## src/rtl/uart_fifo_pkg.sv

```systemverilog
package uart_fifo_pkg;

    localparam int DATA_W = 8;
    localparam int ERR_W  = 3;

    // control byte bit positions (decoded by the configuration stage)
    localparam int CB_ON     = 0;
    localparam int CB_RXCLR  = 1;
    localparam int CB_TXCLR  = 2;
    localparam int CB_RSV_LO = 3;
    localparam int CB_RSV_HI = 5;
    localparam int CB_TRIG   = 6;

    typedef enum logic [1:0] {
        TRIG_1  = 2'b00,
        TRIG_4  = 2'b01,
        TRIG_8  = 2'b10,
        TRIG_14 = 2'b11
    } rx_trig_e;

    typedef struct packed {
        rx_trig_e trig;
        logic     fifo_on;
    } fifo_cfg_t;

    typedef struct packed {
        logic tx_on_nx;
        logic rx_on_nx;
        logic tx_clr;
        logic rx_clr;
    } fifo_cmd_t;

    typedef struct packed {
        logic [ERR_W-1:0]  err;
        logic [DATA_W-1:0] data;
    } rx_entry_t;

    function automatic int unsigned trig_bytes(rx_trig_e t, int unsigned depth);
        int unsigned n;
        case (t)
            TRIG_1:  n = 1;
            TRIG_4:  n = 4;
            TRIG_8:  n = 8;
            default: n = 14;
        endcase
        return (n > depth) ? depth : n;
    endfunction

endpackage

```

## src/rtl/uart_fifo_cfg.sv

```systemverilog
module uart_fifo_cfg
    import uart_fifo_pkg::*;
(
    input  logic              clk,
    input  logic              rst,
    input  logic              wr,
    input  logic [7:0]        wdata,
    input  logic              multidrop,
    output fifo_cfg_t         cfg,
    output fifo_cmd_t         cmd
);

    logic [CB_RSV_HI-CB_RSV_LO:0] rsv_unused;
    logic                         on_nx;

    assign rsv_unused = wdata[CB_RSV_HI:CB_RSV_LO];
    assign on_nx      = wr ? wdata[CB_ON] : cfg.fifo_on;

    always_comb begin
        cmd.tx_on_nx = on_nx;
        cmd.rx_on_nx = on_nx & ~multidrop;
        cmd.tx_clr   = wr & wdata[CB_TXCLR] & wdata[CB_ON];
        cmd.rx_clr   = wr & wdata[CB_RXCLR] & wdata[CB_ON] & ~multidrop;
    end

    always_ff @(posedge clk) begin
        if (rst) begin
            cfg.fifo_on <= 1'b0;
            cfg.trig    <= TRIG_1;
        end else if (wr) begin
            cfg.fifo_on <= wdata[CB_ON];
            cfg.trig    <= rx_trig_e'(wdata[CB_TRIG+1:CB_TRIG]);
        end
    end

endmodule

```

## src/rtl/uart_byte_fifo.sv

```systemverilog
module uart_byte_fifo #(
    parameter int W     = 8,
    parameter int DEPTH = 16
) (
    input  logic                         clk,
    input  logic                         rst,
    input  logic                         on_nx,
    input  logic                         clr,
    input  logic                         push,
    input  logic [W-1:0]                 push_data,
    input  logic                         pop,
    output logic [W-1:0]                 pop_data,
    output logic                         full,
    output logic                         empty,
    output logic [$clog2(DEPTH+1)-1:0]   count,
    output logic                         overrun,
    output logic                         on
);

    localparam int CNT_W = $clog2(DEPTH + 1);
    localparam int PTR_W = (DEPTH > 1) ? $clog2(DEPTH) : 1;

    logic [W-1:0]     mem [DEPTH];
    logic [PTR_W-1:0] wr_ptr, rd_ptr;
    logic [CNT_W-1:0] cap;
    logic             wipe, pop_ok, push_ok;

    function automatic logic [PTR_W-1:0] adv(input logic [PTR_W-1:0] p);
        return (p == PTR_W'(DEPTH - 1)) ? '0 : p + 1'b1;
    endfunction

    assign cap   = on ? CNT_W'(DEPTH) : CNT_W'(1);
    assign full  = (count >= cap);
    assign empty = (count == '0);

    always_comb begin
        wipe    = clr | (on_nx != on);
        pop_ok  = !wipe && pop && !empty;
        push_ok = !wipe && push && (!full || pop_ok);
    end

    always_ff @(posedge clk) begin
        if (push_ok) begin
            mem[wr_ptr] <= push_data;
        end
    end

    always_ff @(posedge clk) begin
        if (rst) begin
            on       <= 1'b0;
            wr_ptr   <= '0;
            rd_ptr   <= '0;
            count    <= '0;
            pop_data <= '0;
            overrun  <= 1'b0;
        end else begin
            on <= on_nx;
            if (wipe) begin
                wr_ptr  <= '0;
                rd_ptr  <= '0;
                count   <= '0;
                overrun <= 1'b0;
            end else begin
                if (push_ok) begin
                    wr_ptr <= adv(wr_ptr);
                end
                if (pop_ok) begin
                    rd_ptr   <= adv(rd_ptr);
                    pop_data <= mem[rd_ptr];
                end
                case ({push_ok, pop_ok})
                    2'b10:   count <= count + 1'b1;
                    2'b01:   count <= count - 1'b1;
                    default: count <= count;
                endcase
                if (push && !push_ok) begin
                    overrun <= 1'b1;
                end
            end
        end
    end

endmodule

```

## src/rtl/uart_rx_trigger.sv

```systemverilog
module uart_rx_trigger
    import uart_fifo_pkg::*;
#(
    parameter int DEPTH = 16
) (
    input  logic [$clog2(DEPTH+1)-1:0] count,
    input  logic                       on,
    input  rx_trig_e                   trig,
    output logic                       irq
);

    localparam int CNT_W = $clog2(DEPTH + 1);

    logic [CNT_W-1:0] thr;

    always_comb begin
        thr = on ? CNT_W'(trig_bytes(trig, DEPTH)) : CNT_W'(1);
        irq = (count >= thr);
    end

endmodule

```

## src/rtl/uart_fifo_buf.sv

```systemverilog
module uart_fifo_buf
    import uart_fifo_pkg::*;
#(
    parameter int DEPTH = 16
) (
    input  logic                       clk,
    input  logic                       rst,
    input  logic                       cfg_wr,
    input  logic [7:0]                 cfg_wdata,
    input  logic                       multidrop,
    input  logic                       host_tx_push,
    input  logic [DATA_W-1:0]          host_tx_data,
    output logic                       tx_full,
    output logic                       tx_empty,
    output logic [$clog2(DEPTH+1)-1:0] tx_count,
    output logic                       tx_overrun,
    input  logic                       ser_tx_pop,
    output logic [DATA_W-1:0]          ser_tx_data,
    input  logic                       ser_rx_push,
    input  logic [DATA_W-1:0]          ser_rx_data,
    input  logic [ERR_W-1:0]           ser_rx_err,
    output logic                       rx_full,
    output logic                       rx_empty,
    output logic [$clog2(DEPTH+1)-1:0] rx_count,
    output logic                       rx_overrun,
    input  logic                       host_rx_pop,
    output logic [DATA_W-1:0]          host_rx_data,
    output logic [ERR_W-1:0]           host_rx_err,
    output logic                       rx_irq
);

    localparam int RX_W = $bits(rx_entry_t);

    fifo_cfg_t  cfg;
    fifo_cmd_t  cmd;
    rx_entry_t  rx_in, rx_out;
    logic       tx_on, rx_on;

    uart_fifo_cfg i_cfg (
        .clk       (clk),
        .rst       (rst),
        .wr        (cfg_wr),
        .wdata     (cfg_wdata),
        .multidrop (multidrop),
        .cfg       (cfg),
        .cmd       (cmd)
    );

    uart_byte_fifo #(.W(DATA_W), .DEPTH(DEPTH)) i_tx_q (
        .clk       (clk),
        .rst       (rst),
        .on_nx     (cmd.tx_on_nx),
        .clr       (cmd.tx_clr),
        .push      (host_tx_push),
        .push_data (host_tx_data),
        .pop       (ser_tx_pop),
        .pop_data  (ser_tx_data),
        .full      (tx_full),
        .empty     (tx_empty),
        .count     (tx_count),
        .overrun   (tx_overrun),
        .on        (tx_on)
    );

    assign rx_in.data   = ser_rx_data;
    assign rx_in.err    = ser_rx_err;
    assign host_rx_data = rx_out.data;
    assign host_rx_err  = rx_out.err;

    uart_byte_fifo #(.W(RX_W), .DEPTH(DEPTH)) i_rx_q (
        .clk       (clk),
        .rst       (rst),
        .on_nx     (cmd.rx_on_nx),
        .clr       (cmd.rx_clr),
        .push      (ser_rx_push),
        .push_data (rx_in),
        .pop       (host_rx_pop),
        .pop_data  (rx_out),
        .full      (rx_full),
        .empty     (rx_empty),
        .count     (rx_count),
        .overrun   (rx_overrun),
        .on        (rx_on)
    );

    uart_rx_trigger #(.DEPTH(DEPTH)) i_trig (
        .count (rx_count),
        .on    (rx_on),
        .trig  (cfg.trig),
        .irq   (rx_irq)
    );

endmodule

```

## config.mk

```make
export PLATFORM = sky130hd
export DESIGN_NAME = uart_fifo_buf
export DESIGN_NICKNAME = d
export VERILOG_FILES = /design/src/rtl/uart_fifo_pkg.sv /design/src/rtl/uart_fifo_cfg.sv /design/src/rtl/uart_byte_fifo.sv /design/src/rtl/uart_rx_trigger.sv /design/src/rtl/uart_fifo_buf.sv
export SDC_FILE = /design/constraint.sdc
export NUM_CORES = 1
export LEC_CHECK = 0
export BUFFER_PORTS_ARGS = -buffer_cell sky130_fd_sc_hd__buf_2
export CORE_ASPECT_RATIO = 1.1
export CORE_MARGIN = 10
export CORE_UTILIZATION = 45
export CTS_CLUSTER_DIAMETER = 50
export CTS_CLUSTER_SIZE = 14
export DETAILED_ROUTE_END_ITERATION = 6
export GPL_ROUTABILITY_DRIVEN = 0
export GPL_TIMING_DRIVEN = 0
export REMOVE_ABC_BUFFERS = 1
export SLEW_MARGIN = 0
export SYNTH_ARGS = -nofsm -noshare
export SYNTH_HDL_FRONTEND = slang
export SYNTH_SLANG_ARGS = --single-unit
```

## constraint.sdc

```tcl
create_clock -name clk -period 7.8 [get_ports clk]
set_clock_uncertainty 0.15 [all_clocks]
set_input_delay 1.56 -clock clk [delete_from_list [all_inputs] [get_ports clk]]
set_output_delay 1.56 -clock clk [all_outputs]
set_load 0.01 [all_outputs]
```

==> Implementation_results.wiki, run 1 <==
{| class="wikitable"
! Metric !! Value
|-
| Result of the run || completed
|-
| Wire length of the first global-routing pass || 46230 µm
|-
| Post-synthesis async set-or-reset flop share || 0
|-
| Path category of the worst min-delay check || flop to flop
|-
| CTS buffer count || 36
|-
| Unrepaired setup endpoints after global routing || false
|-
| Number of sinks handled by clock tree synthesis || 356
|-
| Yosys warns || 0
|-
| Ratio of routed vias to standard cells || 5.589
|-
| Detailed placement HPWL || 19360 µm
|-
| Antenna violations before repair || 1
|-
| Stage delay of the slowest cell on the critical path || 0.65 ns
|-
| TritonCTS clock tree || done
|-
| Number of placement rows || 68
|-
| Max Clk Rate || 0.2169 GHz
|-
| Clock latency at the later pin of the worst-skew pair || 0.52 ns
|-
| Number of port buffers || 67
|-
| Number of H-tree levels || 2
|-
| Number of gates resized after CTS || 0
|-
| Final setup vio count || 0
|-
| Crit path required time || 8.08 ns
|-
| Max-slew violation total from the final report || 0
|-
| Total number of vias || 7534
|-
| Power density over cell area || 247.2 nW/µm²
|-
| Max clock buf depth || 3
|-
| Master cell of the clock root buffer || sky130_fd_sc_hd__clkbuf_16
|-
| Most common cell after layout, fill and taps aside || sky130_fd_sc_hd__edfxtp_1
|-
| Leakage component of the power || 5.477 nW
|-
| Maximum number of pins on one net before global-route repair || 38
|-
| Antenna diode count || 0
|-
| Total standard cell area after synthesis || 14440 µm²
|-
| Placeable core area || 31480 µm²
|-
| Worst-margin pin slew || 1.354 ns
|-
| Most used DFF post-synth || sky130_fd_sc_hd__edfxtp_1
|-
| Average wire per cell in the routed design || 21.95 µm
|-
| Syn avg cell area || 17.50 µm²
|-
| Die Footprint || 39650 µm²
|-
| Proportion of layout cells with a drive suffix above 1 || 0.2565
|-
| Filler instances || 2548
|-
| Number of cells produced by synthesis || 825
|-
| Number of global-route vias before repair || 7773
|-
| Initial Utilization || 0.4585
|-
| Die extent in x || 190.8 µm
|-
| WL final || 29580 µm
|-
| Post-route DRC violation count || 0
|-
| Dominant cell type by area after synthesis || sky130_fd_sc_hd__edfxtp_1
|-
| Placement Cell Area || 15420 µm²
|-
| Cell with the largest stage delay on the worst path || sky130_fd_sc_hd__and2_0
|-
| Total GRT Usage || 0.1491
|-
| Setup TNS || 0 ns
|-
| Count of cell types in the netlist || 60
|-
| First drt pass iteration count || 5
|-
| Class of the most critical setup path || input pin to flop
|-
| Share of the cycle needed by the critical path after routing || 0.5911
|-
| Proportion of netlist area held by the largest area contributor || 0.6324
|-
| Clock transition at the register clock pins on the worst setup and hold paths after CTS || 0.06 ns
|-
| Setup crit start kind || input pin
|-
| Synth top area cells || sky130_fd_sc_hd__edfxtp_1, sky130_fd_sc_hd__mux4_2, sky130_fd_sc_hd__dfxtp_1
|-
| Cells traversed along the worst timing path || buf_2 > nand3b_1 > o211a_1 > nor3b_1 > and2_0 > inv_1 > ha_1 > fa_1 > a21o_1 > a21oi_1 > xor2_1 > or3_1 > a21oi_1
|-
| Post-layout nets || 964
|-
| Number of hold-repair buffers added at the cts stage || 0
|-
| Critical path data arrival time || 4.89 ns
|-
| GR Overflow Total || 0
|-
| Commonest cells after routing, fill and taps aside || sky130_fd_sc_hd__edfxtp_1, sky130_fd_sc_hd__mux4_2, sky130_fd_sc_hd__buf_2, sky130_fd_sc_hd__dfxtp_1, sky130_fd_sc_hd__nor2_1
|-
| Count of routing violations after the opening detailed-route iteration || 524
|-
| Post-layout min period || 4.611 ns
|-
| Total of flip-flops plus latches after synthesis || 356
|-
| Hold violation count in the final report || 0
|-
| Post-route cell area || 16550 µm²
|-
| Sequential share of the synthesized area || 0.7045
|-
| Cell mode on critical path || sky130_fd_sc_hd__a21oi_1
|-
| Number of nets with antenna violations after routing || 0
|-
| Biggest fanout along the worst timing path || 17
|-
| Post-CTS setup buffers || 0
|-
| Area growth syn-to-layout || 14.67%
|-
| Max-slew headroom at the worst pin || 0.09378
|-
| VDD IR-drop max || 0.1685 mV
|-
| Vertical die dimension || 207.8 µm
|-
| Number of enable flip-flop cells after synthesis || 304
|-
| Number of top-level pins || 71
|-
| Max-capacitance violation count || 0
|-
| Sort of element at the end of the critical path || flop
|}
-- worst max-delay path, delay by kind of cell --
| kind | cells | cell delay [ns] |
|---|---|---|
| buf+inv | 2 | 0.20 |
| fa+ha+maj | 2 | 0.76 |
| xor+xnor | 1 | 0.11 |
| compound gates | 4 | 0.70 |
| simple gates | 4 | 1.56 |
-- per-stage QoR --
step	instances	power (mW)	hold slack [ns]	worst slack [ns]	utilization
after global placement	1267	2.469	0.2973	1.658	0.4798
final	1348	4.093	0.3120	3.189	0.5258
after detailed placement	1284	2.480	0.3052	2.713	0.4898
after floorplan	780	2.355	0.3326	2.836	-
after CTS	1348	4.138	0.3194	3.228	0.5258
after global routing	1348	4.246	0.3325	2.903	0.5258
-- routing by layer --
metal / vias up / share of wire / GRT usage / routed length, µm
met4: 2 / 0.026 / 0.04414 / 768
li1: 3461 / - / - / -
met1: 3857 / 0.45 / 0.1991 / 13270
met5: - / 0.00034 / 0 / 10
met2: 164 / 0.48 / 0.2430 / 14300
met3: 50 / 0.042 / 0.02688 / 1238
-- flip-flops by register name, indices dropped and copies added, names as in the netlist --
signal and count:
i_rx_q.mem 176, i_tx_q.mem 128, i_rx_q.pop_data 11, i_tx_q.pop_data 8, i_rx_q.count 5, i_tx_q.count 5, i_rx_q.rd_ptr 4, i_rx_q.wr_ptr 4
i_tx_q.rd_ptr 4, i_tx_q.wr_ptr 4, i_cfg.cfg 3, i_rx_q.on 1, i_rx_q.overrun 1, i_tx_q.on 1, i_tx_q.overrun 1
-- synth_stat cells (all sizes together), types with 5 or more instances --
| cell | n |
|---|---|
| a211oi | 14 |
| a21o | 6 |
| a21oi | 30 |
| a22o | 11 |
| a22oi | 14 |
| and3 | 16 |
| buf | 19 |
| clkbuf | 26 |
| dfxtp | 52 |
| edfxtp | 304 |
| ha | 25 |
| inv | 21 |
| mux2i | 27 |
| mux4 | 76 |
| nand2 | 31 |
| nand3 | 6 |
| nor2 | 46 |
| nor2b | 16 |
| nor3 | 12 |
| nor3b | 5 |
| o21ai | 9 |
| o31ai | 6 |
| or3 | 6 |
-- path summary, 6_finish.rpt --
| check | cells after the start | to | slack [ns] | startpoint |
|---|---|---|---|---|
| worst max register to register | 13 | i_tx_q.count[4]$_SDFFE_PP0P_ | 3.63 | i_tx_q.count[0]$_SDFFE_PP0P_ |
| worst min-delay path | 1 | i_rx_q.overrun$_SDFFE_PP0P_ | 0.31 | i_rx_q.overrun$_SDFFE_PP0P_ |
| worst max-delay path | 13 | i_tx_q.count[4]$_SDFFE_PP0P_ | 3.19 | cfg_wdata[2] |
| worst min register to register | 1 | i_rx_q.overrun$_SDFFE_PP0P_ | 0.31 | i_rx_q.overrun$_SDFFE_PP0P_ |
-- cell families after synthesis --
logic type / Yosys count / synth area share
XOR/XNOR: 7 / 0.004247
flip-flops: 356 / 0.7045
multiplexers: 103 / 0.1373
AND/OR/NAND/NOR: 152 / 0.05262
AO/OA/AOI/OAI: 114 / 0.05808
buffers and inverters: 66 / 0.01881
adder cells (fa/ha/maj): 27 / 0.02444
-- final cells by class --
type,instances,area [µm²],share of cell area
Inverter,21,78.83,0.004762
Clock inverter,15,175.2,0.01058
Clock buffer,49,959.7,0.05797
Sequential cell,356,10180,0.6149
Multi-Input combinational cell,403,4039,0.2440
Tap cell,420,525.5,0.03175
Timing Repair Buffer,84,596.8,0.03605
-- power breakdown --
part / internal (mW) / switching, mW / total, mW
Clock: 0.945 / 0.712 / 1.66
Combinational: 0.122 / 0.186 / 0.308
Sequential: 2.10 / 0.0226 / 2.13
Power figures use the tool's default switching activity.
==> inputs of run 2 (changes only) <==
clock period = 4.1 ns   (was 7.8 ns; I/O delays follow)
==> Implementation_results.wiki, run 2 (synthesis gave the netlist of run 1 again) <==
{| class="wikitable"
! Metric !! Value
|-
| Final setup vio count || 0 (unchanged)
|-
| Clock latency at the later pin of the worst-skew pair || 0.52 ns (about the same)
|-
| Proportion of power drawn by the clock network || 0.405 (about the same)
|-
| Number of global-route vias before repair || 7773 (unchanged)
|-
| Buffering stage count on the worst path with inverters included || 1 (-1)
|-
| Most common cell after layout, fill and taps aside || sky130_fd_sc_hd__edfxtp_1
|-
| WL final || 29580 µm (about the same)
|-
| Die Footprint || 39650 µm² (unchanged)
|-
| Max-slew violation total from the final report || 0 (unchanged)
|-
| Overall power || 7.790 mW (+90%)
|-
| Cell count after placement || 1284 (unchanged)
|-
| TritonCTS clock tree || done
|-
| Power density over cell area || 470.4 nW/µm² (+90%)
|-
| Sort of element at the end of the critical path || flop
|-
| Max-slew headroom at the worst pin || 0.09932 (+0.005544)
|-
| Stage delay of the slowest cell on the critical path || 1.08 ns (+0.43 ns)
|-
| Detailed placement HPWL || 19360 µm (unchanged)
|-
| Reg2Reg Depth || 6 (-7)
|-
| Reg2reg end || i_rx_q.mem[7][7]$_DFFE_PP_
|-
| Area growth syn-to-layout || 14.73% (about the same)
|-
| Class of the most critical setup path || flop to flop
|-
| VDD IR-drop max || 0.3211 mV (+91%)
|-
| Master cell of the clock root buffer || sky130_fd_sc_hd__clkbuf_16
|-
| Result of the run || completed
|-
| Reg-to-reg critical path startpoint || i_rx_q.count[0]$_SDFFE_PP0P_
|-
| First drt pass iteration count || 6 (+1)
|-
| Number of sinks handled by clock tree synthesis || 356 (unchanged)
|-
| Number of top-level pins || 71 (unchanged)
|-
| Antenna violations before repair || 1 (unchanged)
|-
| Vertical die dimension || 207.8 µm (unchanged)
|-
| Share of the cycle needed by the critical path after routing || 0.9452
|-
| Number of H-tree levels || 2 (unchanged)
|-
| Leakage component of the power || 5.478 nW (about the same)
|-
| Internal power || 6.037 mW (+90%)
|-
| Busiest layer in global routing || met2
|-
| Hold Startpoint || i_rx_q.overrun$_SDFFE_PP0P_
|-
| Capture point of the critical path || i_rx_q.mem[7][7]$_DFFE_PP_
|-
| Placeable core area || 31480 µm² (unchanged)
|-
| Count of routing violations after the opening detailed-route iteration || 482 (-8.0%)
|-
| Start point of the critical path || i_rx_q.count[0]$_SDFFE_PP0P_
|-
| CTS buffer count || 36 (unchanged)
|-
| Number of port buffers || 67 (unchanged)
|-
| Wire length of the first global-routing pass || 46230 µm (unchanged)
|-
| Utilization after layout || 0.5261 (about the same)
|-
| Number of flip-flops under the largest register name || 176 (unchanged)
|-
| Total number of vias || 7551 (+0.23%)
|-
| Path category of the worst min-delay check || flop to flop
|-
| Worst slack at placement || -0.2474 ns (-2.960 ns)
|-
| Biggest fanout along the worst timing path || 11 (-6)
|-
| Ratio of routed vias to standard cells || 5.602 (+0.23%)
|-
| Worst-case register-to-register setup slack || 0.22 ns (-3.41 ns)
|-
| Die extent in x || 190.8 µm (unchanged)
|-
| Post-layout nets || 964 (unchanged)
|-
| Initial Utilization || 0.4585 (unchanged)
|-
| Met2 Usage GRT || 0.2430 (unchanged)
|-
| GR Overflow Total || 0 (unchanged)
|-
| Worst-case hold slack || 0.3129 ns (+0.0009150 ns)
|-
| Setup TNS || 0 ns (unchanged)
|-
| Worst-margin pin slew || 1.346 ns (-0.008285 ns)
|-
| Average wire per cell in the routed design || 21.94 µm (about the same)
|-
| Net switching fraction of the power || 0.2250 (about the same)
|-
| Reg power frac || 0.520 (about the same)
|-
| Critical path data arrival time || 3.83 ns (-1.06 ns)
|-
| Setup crit start kind || flop
|-
| Hold violation count in the final report || 0 (unchanged)
|-
| Proportion of layout cells with a drive suffix above 1 || 0.2586 (+0.002155)
|-
| Antenna diode count || 0 (unchanged)
|-
| Met1 Track Usage GR || 0.1991 (unchanged)
|-
| Number of logic stages on the critical path including buffering || 6 (-7)
|-
| Number of nets with antenna violations after routing || 0 (unchanged)
|-
| Max-capacitance violation count || 0 (unchanged)
|-
| Cell with the largest stage delay on the worst path || sky130_fd_sc_hd__nor2_1
|-
| Crit path required time || 4.06 ns (-4.02 ns)
|-
| Max Clk Rate || 0.2580 GHz
|-
| P_sw || 1.753 mW (+90%)
|-
| Layout Cells excl Fill || 1348 (unchanged)
|-
| Biggest regs || i_rx_q.mem (176), i_tx_q.mem (128), i_rx_q.pop_data (11)
|-
| Cells traversed along the worst timing path || inv_1 > ha_1 > o32a_4 > a221oi_2 > nand2_1 > nor2_1
|-
| Commonest cells after routing, fill and taps aside || sky130_fd_sc_hd__edfxtp_1, sky130_fd_sc_hd__mux4_2, sky130_fd_sc_hd__buf_2, sky130_fd_sc_hd__dfxtp_1, sky130_fd_sc_hd__nor2_1
|-
| Crit path setup slack, layout || 0.2246 ns (-2.965 ns)
|-
| Register with the most flip-flops || i_rx_q.mem
|-
| Global-route track usage on met3 || 0.02688 (unchanged)
|-
| Max clock buf depth || 3 (unchanged)
|-
| Post-route cell area || 16560 µm² (about the same)
|-
| Post-CTS setup buffers || 0 (unchanged)
|-
| Power share of the combinational group || 0.076 (about the same)
|-
| Maximum number of pins on one net before global-route repair || 38 (unchanged)
|-
| Unrepaired setup endpoints after global routing || false
|-
| Total GRT Usage || 0.1491 (unchanged)
|-
| Placement Cell Area || 15420 µm² (unchanged)
|-
| Critical path's top delay family || simple AND/OR/NAND/NOR gates
|-
| Clock transition at the register clock pins on the worst setup and hold paths after CTS || 0.06 ns (about the same)
|-
| Number of placement rows || 68 (unchanged)
|-
| Post-route DRC violation count || 0 (unchanged)
|-
| Post-layout min period || 3.875 ns
|}
run 2: cell counts in the layout (fill, tap and decap cells not counted):
No cell type changed its count.
run 2: routing by layer:
metal | wire, µm | up-vias
li1 | - | 3458
met1 | 13300 | 3873
met2 | 14320 | 168
met3 | 1171 | 50
met4 | 768 | 2
met5 | 10 | -
run 2: worst min path at each step:
| stage | endpoint | slack [ns] | cells after the start |
|---|---|---|---|
| 6_report | i_rx_q.overrun$_SDFFE_PP0P_ | 0.31 | 1 |
| 5_1_grt | i_rx_q.overrun$_SDFFE_PP0P_ | 0.33 | 1 |
| 4_1_cts | i_rx_q.overrun$_SDFFE_PP0P_ | 0.32 | 1 |
| 3_5_place_dp | i_rx_q.overrun$_SDFFE_PP0P_ | 0.31 | 1 |
| 3_3_place_gp | i_rx_q.overrun$_SDFFE_PP0P_ | 0.30 | 1 |
| 2_1_floorplan | i_tx_q.overrun$_SDFFE_PP0P_ | 0.33 | 2 |
run 2: worst register-to-register path, cell delays in order (launching register included):
cell and delay [ns]:
sky130_fd_sc_hd__dfxtp_1 0.44, sky130_fd_sc_hd__inv_1 0.16, sky130_fd_sc_hd__ha_1 0.33, sky130_fd_sc_hd__o32a_4 0.41, sky130_fd_sc_hd__a221oi_2 0.60, sky130_fd_sc_hd__nand2_1 0.30, sky130_fd_sc_hd__nor2_1 1.08
run 2: layout make-up:
cell class	instances	area [µm²]
clock inverter	15	175.2
sequential	356	10180
clock buffer	49	959.7
tap	420	525.5
fill	2548	14920
timing repair buffer	84	596.8
multi-input combinational	403	4046
inverter	21	78.83
run 2: power groups by stage:
stage / Combinational, mW / Sequential [mW] / Clock (mW)
finish: 0.589 / 4.05 / 3.15
global route: 0.657 / 4.05 / 3.37
CTS: 0.595 / 4.05 / 3.23
detailed placement: 0.592 / 4.13 / 0
global placement: 0.552 / 4.15 / 0
floorplan: 0.340 / 4.14 / 0
run 2: repair_timing:
item	4_1_cts	5_1_grt
endpoints found under the setup margin	1	2
resized for setup	1	3
hold buffers	0	0
==> inputs of run 3 (changes only) <==
SYNTH_HIERARCHICAL = 1   (was unset)
clock period = 3.2 ns   (was 4.1 ns; I/O delays follow)
==> Implementation_results.wiki, run 3 <==
{| class="wikitable"
! Metric !! Value
|-
| Number of enable flip-flop cells after synthesis || 304 (unchanged)
|-
| Number of H-tree levels || 2 (unchanged)
|-
| Hold violation count in the final report || 0 (unchanged)
|-
| Synth top area cells || sky130_fd_sc_hd__edfxtp_1, sky130_fd_sc_hd__mux4_2, sky130_fd_sc_hd__dfxtp_1
|-
| Post-layout nets || 972 (+0.83%)
|-
| Number of sinks handled by clock tree synthesis || 356 (unchanged)
|-
| Number of flip-flops under the largest register name || 176 (unchanged)
|-
| Area growth syn-to-layout || 15.31%
|-
| Total number of vias || 7389 (-2.1%)
|-
| Compound-cell area share of the yosys netlist || 0.04866 (-0.009412)
|-
| Leakage component of the power || 5.459 nW (-0.36%)
|-
| Max-slew headroom at the worst pin || 0.1976 (+0.09831)
|-
| Detailed placement HPWL || 18650 µm (-3.7%)
|-
| Total of flip-flops plus latches after synthesis || 356 (unchanged)
|-
| WL final || 29290 µm (-0.97%)
|-
| Antenna diode count || 0 (unchanged)
|-
| Count of cell types in the netlist || 45 (-25%)
|-
| Sort of element at the end of the critical path || flop
|-
| Number of cells produced by synthesis || 829 (+0.48%)
|-
| Number of hold-repair buffers added at the cts stage || 0 (unchanged)
|-
| Max Clk Rate || 0.3111 GHz (+21%)
|-
| Post-synthesis async set-or-reset flop share || 0 (unchanged)
|-
| Commonest cells in the synthesized netlist || sky130_fd_sc_hd__edfxtp_1, sky130_fd_sc_hd__mux4_2, sky130_fd_sc_hd__nor2_1
|-
| TritonCTS clock tree || done
|-
| Total standard cell area after synthesis || 14450 µm² (+0.10%)
|-
| Final setup vio count || 19 (+19)
|-
| GR Overflow Total || 0 (unchanged)
|-
| Share of synthesized cell area in full adder, half adder and majority cells || 0.02355 (-0.0008913)
|-
| Failing checks || negative setup slack
|-
| Crit path required time || 3.20 ns (-0.86 ns)
|-
| Number of placement rows || 68 (unchanged)
|-
| Cell with the most instances after synthesis || sky130_fd_sc_hd__edfxtp_1
|-
| Number of top-level pins || 71 (unchanged)
|-
| Die extent in x || 190.9 µm (about the same)
|-
| Max clock buf depth || 3 (unchanged)
|-
| Average wire per cell in the routed design || 21.57 µm (-1.7%)
|-
| Syn avg cell area || 17.43 µm² (-0.38%)
|-
| Max-slew violation total from the final report || 0 (unchanged)
|-
| Critical path data arrival time || 3.21 ns (-0.62 ns)
|-
| Initial Utilization || 0.4578 (-0.0007603)
|-
| Master cell of the clock root buffer || sky130_fd_sc_hd__clkbuf_16
|-
| Most used DFF post-synth || sky130_fd_sc_hd__edfxtp_1
|-
| Number of nets with antenna violations after routing || 0 (unchanged)
|-
| Sequential share of the synthesized area || 0.7038 (-0.0007320)
|-
| Worst-margin pin slew || 1.201 ns (-0.1450 ns)
|-
| Total GRT Usage || 0.1488 (-0.0003618)
|-
| Power density over cell area || 618.9 nW/µm² (+32%)
|-
| Proportion of netlist area held by the largest area contributor || 0.6317 (-0.0006571)
|-
| Clock latency at the later pin of the worst-skew pair || 0.51 ns (about the same)
|-
| Clock transition at the register clock pins on the worst setup and hold paths after CTS || 0.06 ns (about the same)
|-
| Number of global-route vias before repair || 7709 (-0.82%)
|-
| First drt pass iteration count || 5 (-1)
|-
| Yosys warns || 6 (+6)
|-
| Post-route cell area || 16660 µm² (+0.61%)
|-
| Proportion of layout cells with a drive suffix above 1 || 0.2761 (+0.01750)
|-
| CTS buffer count || 35 (-2.8%)
|-
| Max-capacitance violation count || 0 (unchanged)
|-
| Commonest cells after routing, fill and taps aside || sky130_fd_sc_hd__edfxtp_1, sky130_fd_sc_hd__mux4_2, sky130_fd_sc_hd__buf_2, sky130_fd_sc_hd__nor2_1, sky130_fd_sc_hd__dfxtp_1
|-
| Dominant cell type by area after synthesis || sky130_fd_sc_hd__edfxtp_1
|-
| Count of routing violations after the opening detailed-route iteration || 477 (-1.0%)
|-
| Share of the cycle needed by the critical path after routing || 1.005 (+0.05942)
|-
| Placement Cell Area || 15350 µm² (-0.45%)
|-
| Mux contribution to synthesized area || 0.1420 (+0.004706)
|-
| Unrepaired setup endpoints after global routing || true
|-
| Most common cell after layout, fill and taps aside || sky130_fd_sc_hd__edfxtp_1
|-
| Post-layout min period || 3.215 ns (-0.6606 ns)
|-
| Wire length of the first global-routing pass || 45920 µm (-0.67%)
|-
| Result of the run || complete, but fails checks
|-
| Number of port buffers || 67 (unchanged)
|-
| Biggest fanout along the worst timing path || 11 (unchanged)
|-
| Antenna violations before repair || 0 (-1)
|-
| Post-synthesis share of cell area spent on and, or, nand and nor gates || 0.05845 (+0.005833)
|-
| Setup crit start kind || flop
|-
| Vertical die dimension || 207.9 µm (about the same)
|-
| Crit path setup slack, layout || -0.01484 ns (-0.2394 ns)
|-
| Register with the most flip-flops || i_rx_q/mem
|-
| Path category of the worst min-delay check || input pin to flop
|-
| Biggest regs || i_rx_q/mem (176), i_tx_q/mem (128), i_rx_q/pop_data (11)
|-
| Die Footprint || 39690 µm² (about the same)
|-
| Dominant combinational cell family by area after synthesis || multiplexers
|-
| VDD IR-drop max || 0.3449 mV (+7.4%)
|-
| Post-route DRC violation count || 0 (unchanged)
|-
| Placeable core area || 31570 µm² (+0.27%)
|-
| Class of the most critical setup path || flop to flop
|-
| Utilization after layout || 0.5279 (+0.001793)
|-
| Ratio of routed vias to standard cells || 5.441 (-2.9%)
|-
| Worst-case hold slack || 0.2256 ns (-0.08725 ns)
|-
| Maximum number of pins on one net before global-route repair || 36 (-5.3%)
|-
| Post-synthesis xor/xnor area fraction || 0.006061 (+0.001814)
|}
==> run 3: cell count changes after synthesis, sizes merged, moves of 8 or more <==
| cell | change |
|---|---|
| nand2 | +14 |
| nor2b | -8 |
| nor2 | +23 |
| nand2b | +8 |
| and3 | -11 |
| a22oi | +24 |
| a21oi | -18 |
| a211oi | -12 |
| nor3 | +8 |
| clkbuf | -10 |
| a22o | -11 |
==> run 3: cell type report <==
type	count	area [µm²]
clock buffer	51	955.9
inverter	18	67.56
sequential	356	10180
multi-input combinational	416	4185
timing repair buffer	84	595.6
clock inverter	13	155.1
tap	420	525.5
fill	2493	14900
==> run 3: worst paths after layout <==
check,startpoint,end,slack [ns],depth (start not counted)
setup / recovery,i_rx_q/count[0]$_SDFFE_PP0P_,i_rx_q/mem[5][4]$_DFFE_PP_,-0.01,8
hold reg to reg,i_tx_q/overrun$_SDFFE_PP0P_,i_tx_q/overrun$_SDFFE_PP0P_,0.32,2
setup reg to reg,i_rx_q/count[0]$_SDFFE_PP0P_,i_rx_q/mem[5][4]$_DFFE_PP_,-0.01,8
hold / removal,cfg_wdata[7],i_cfg/cfg[2]$_SDFFE_PP0P_,0.23,3
==> run 3: timing repair <==
item	CTS	global route
setup endpoints to repair	171	151
setup buffers	1	5
resized for setup	20	14
pin swaps	2	3
==> run 3: per-stage QoR <==
step	power, mW	TNS [ns]	instances	setup WS [ns]
floorplan	6.052	-4.768	790	-0.7430
global placement	6.399	-226.33	1277	-2.072
global route	10.76	-9.274	1358	-0.2210
finish	10.31	-0.1355	1358	-0.01484
detailed placement	6.433	-141.42	1288	-0.8786
CTS	10.45	-17.95	1353	-0.3784
==> run 3: kinds of logic (layout without fill, tap and decap cells) <==
group                    after synthesis  count (layout)
adder cells (fa/ha/maj)               26              26
AND/OR/NAND/NOR                      182             182
XOR/XNOR                              10              10
multiplexers                         110             110
buffers and inverters                 57             166
flip-flops                           356             356
AO/OA/AOI/OAI                         88              88
==> run 3: critical path: stages, from the launching register on <==
cell and delay (ns):
sky130_fd_sc_hd__dfxtp_1 0.46, sky130_fd_sc_hd__inv_1 0.15, sky130_fd_sc_hd__ha_1 0.31, sky130_fd_sc_hd__or3b_4 0.40
sky130_fd_sc_hd__o22ai_4 0.17, sky130_fd_sc_hd__inv_2 0.10, sky130_fd_sc_hd__a21boi_4 0.26, sky130_fd_sc_hd__nand2_1 0.21
sky130_fd_sc_hd__nor2_2 0.63
==> run 3: power by group <==
| group | switching (mW) | internal (mW) |
|---|---|---|
| clock | 1.70 | 2.28 |
| sequential | 0.0886 | 5.14 |
| combinational | 0.599 | 0.508 |
| total | 2.39 | 7.92 |
==> run 3: metal layers <==
metal  track usage  share of wire  vias to the layer above
met5             0              0                        -
met4       0.03764          0.018                        0
met3       0.02978          0.045                       33
met2        0.2514           0.51                      136
met1        0.1914           0.43                     3758
li1              -              -                     3462
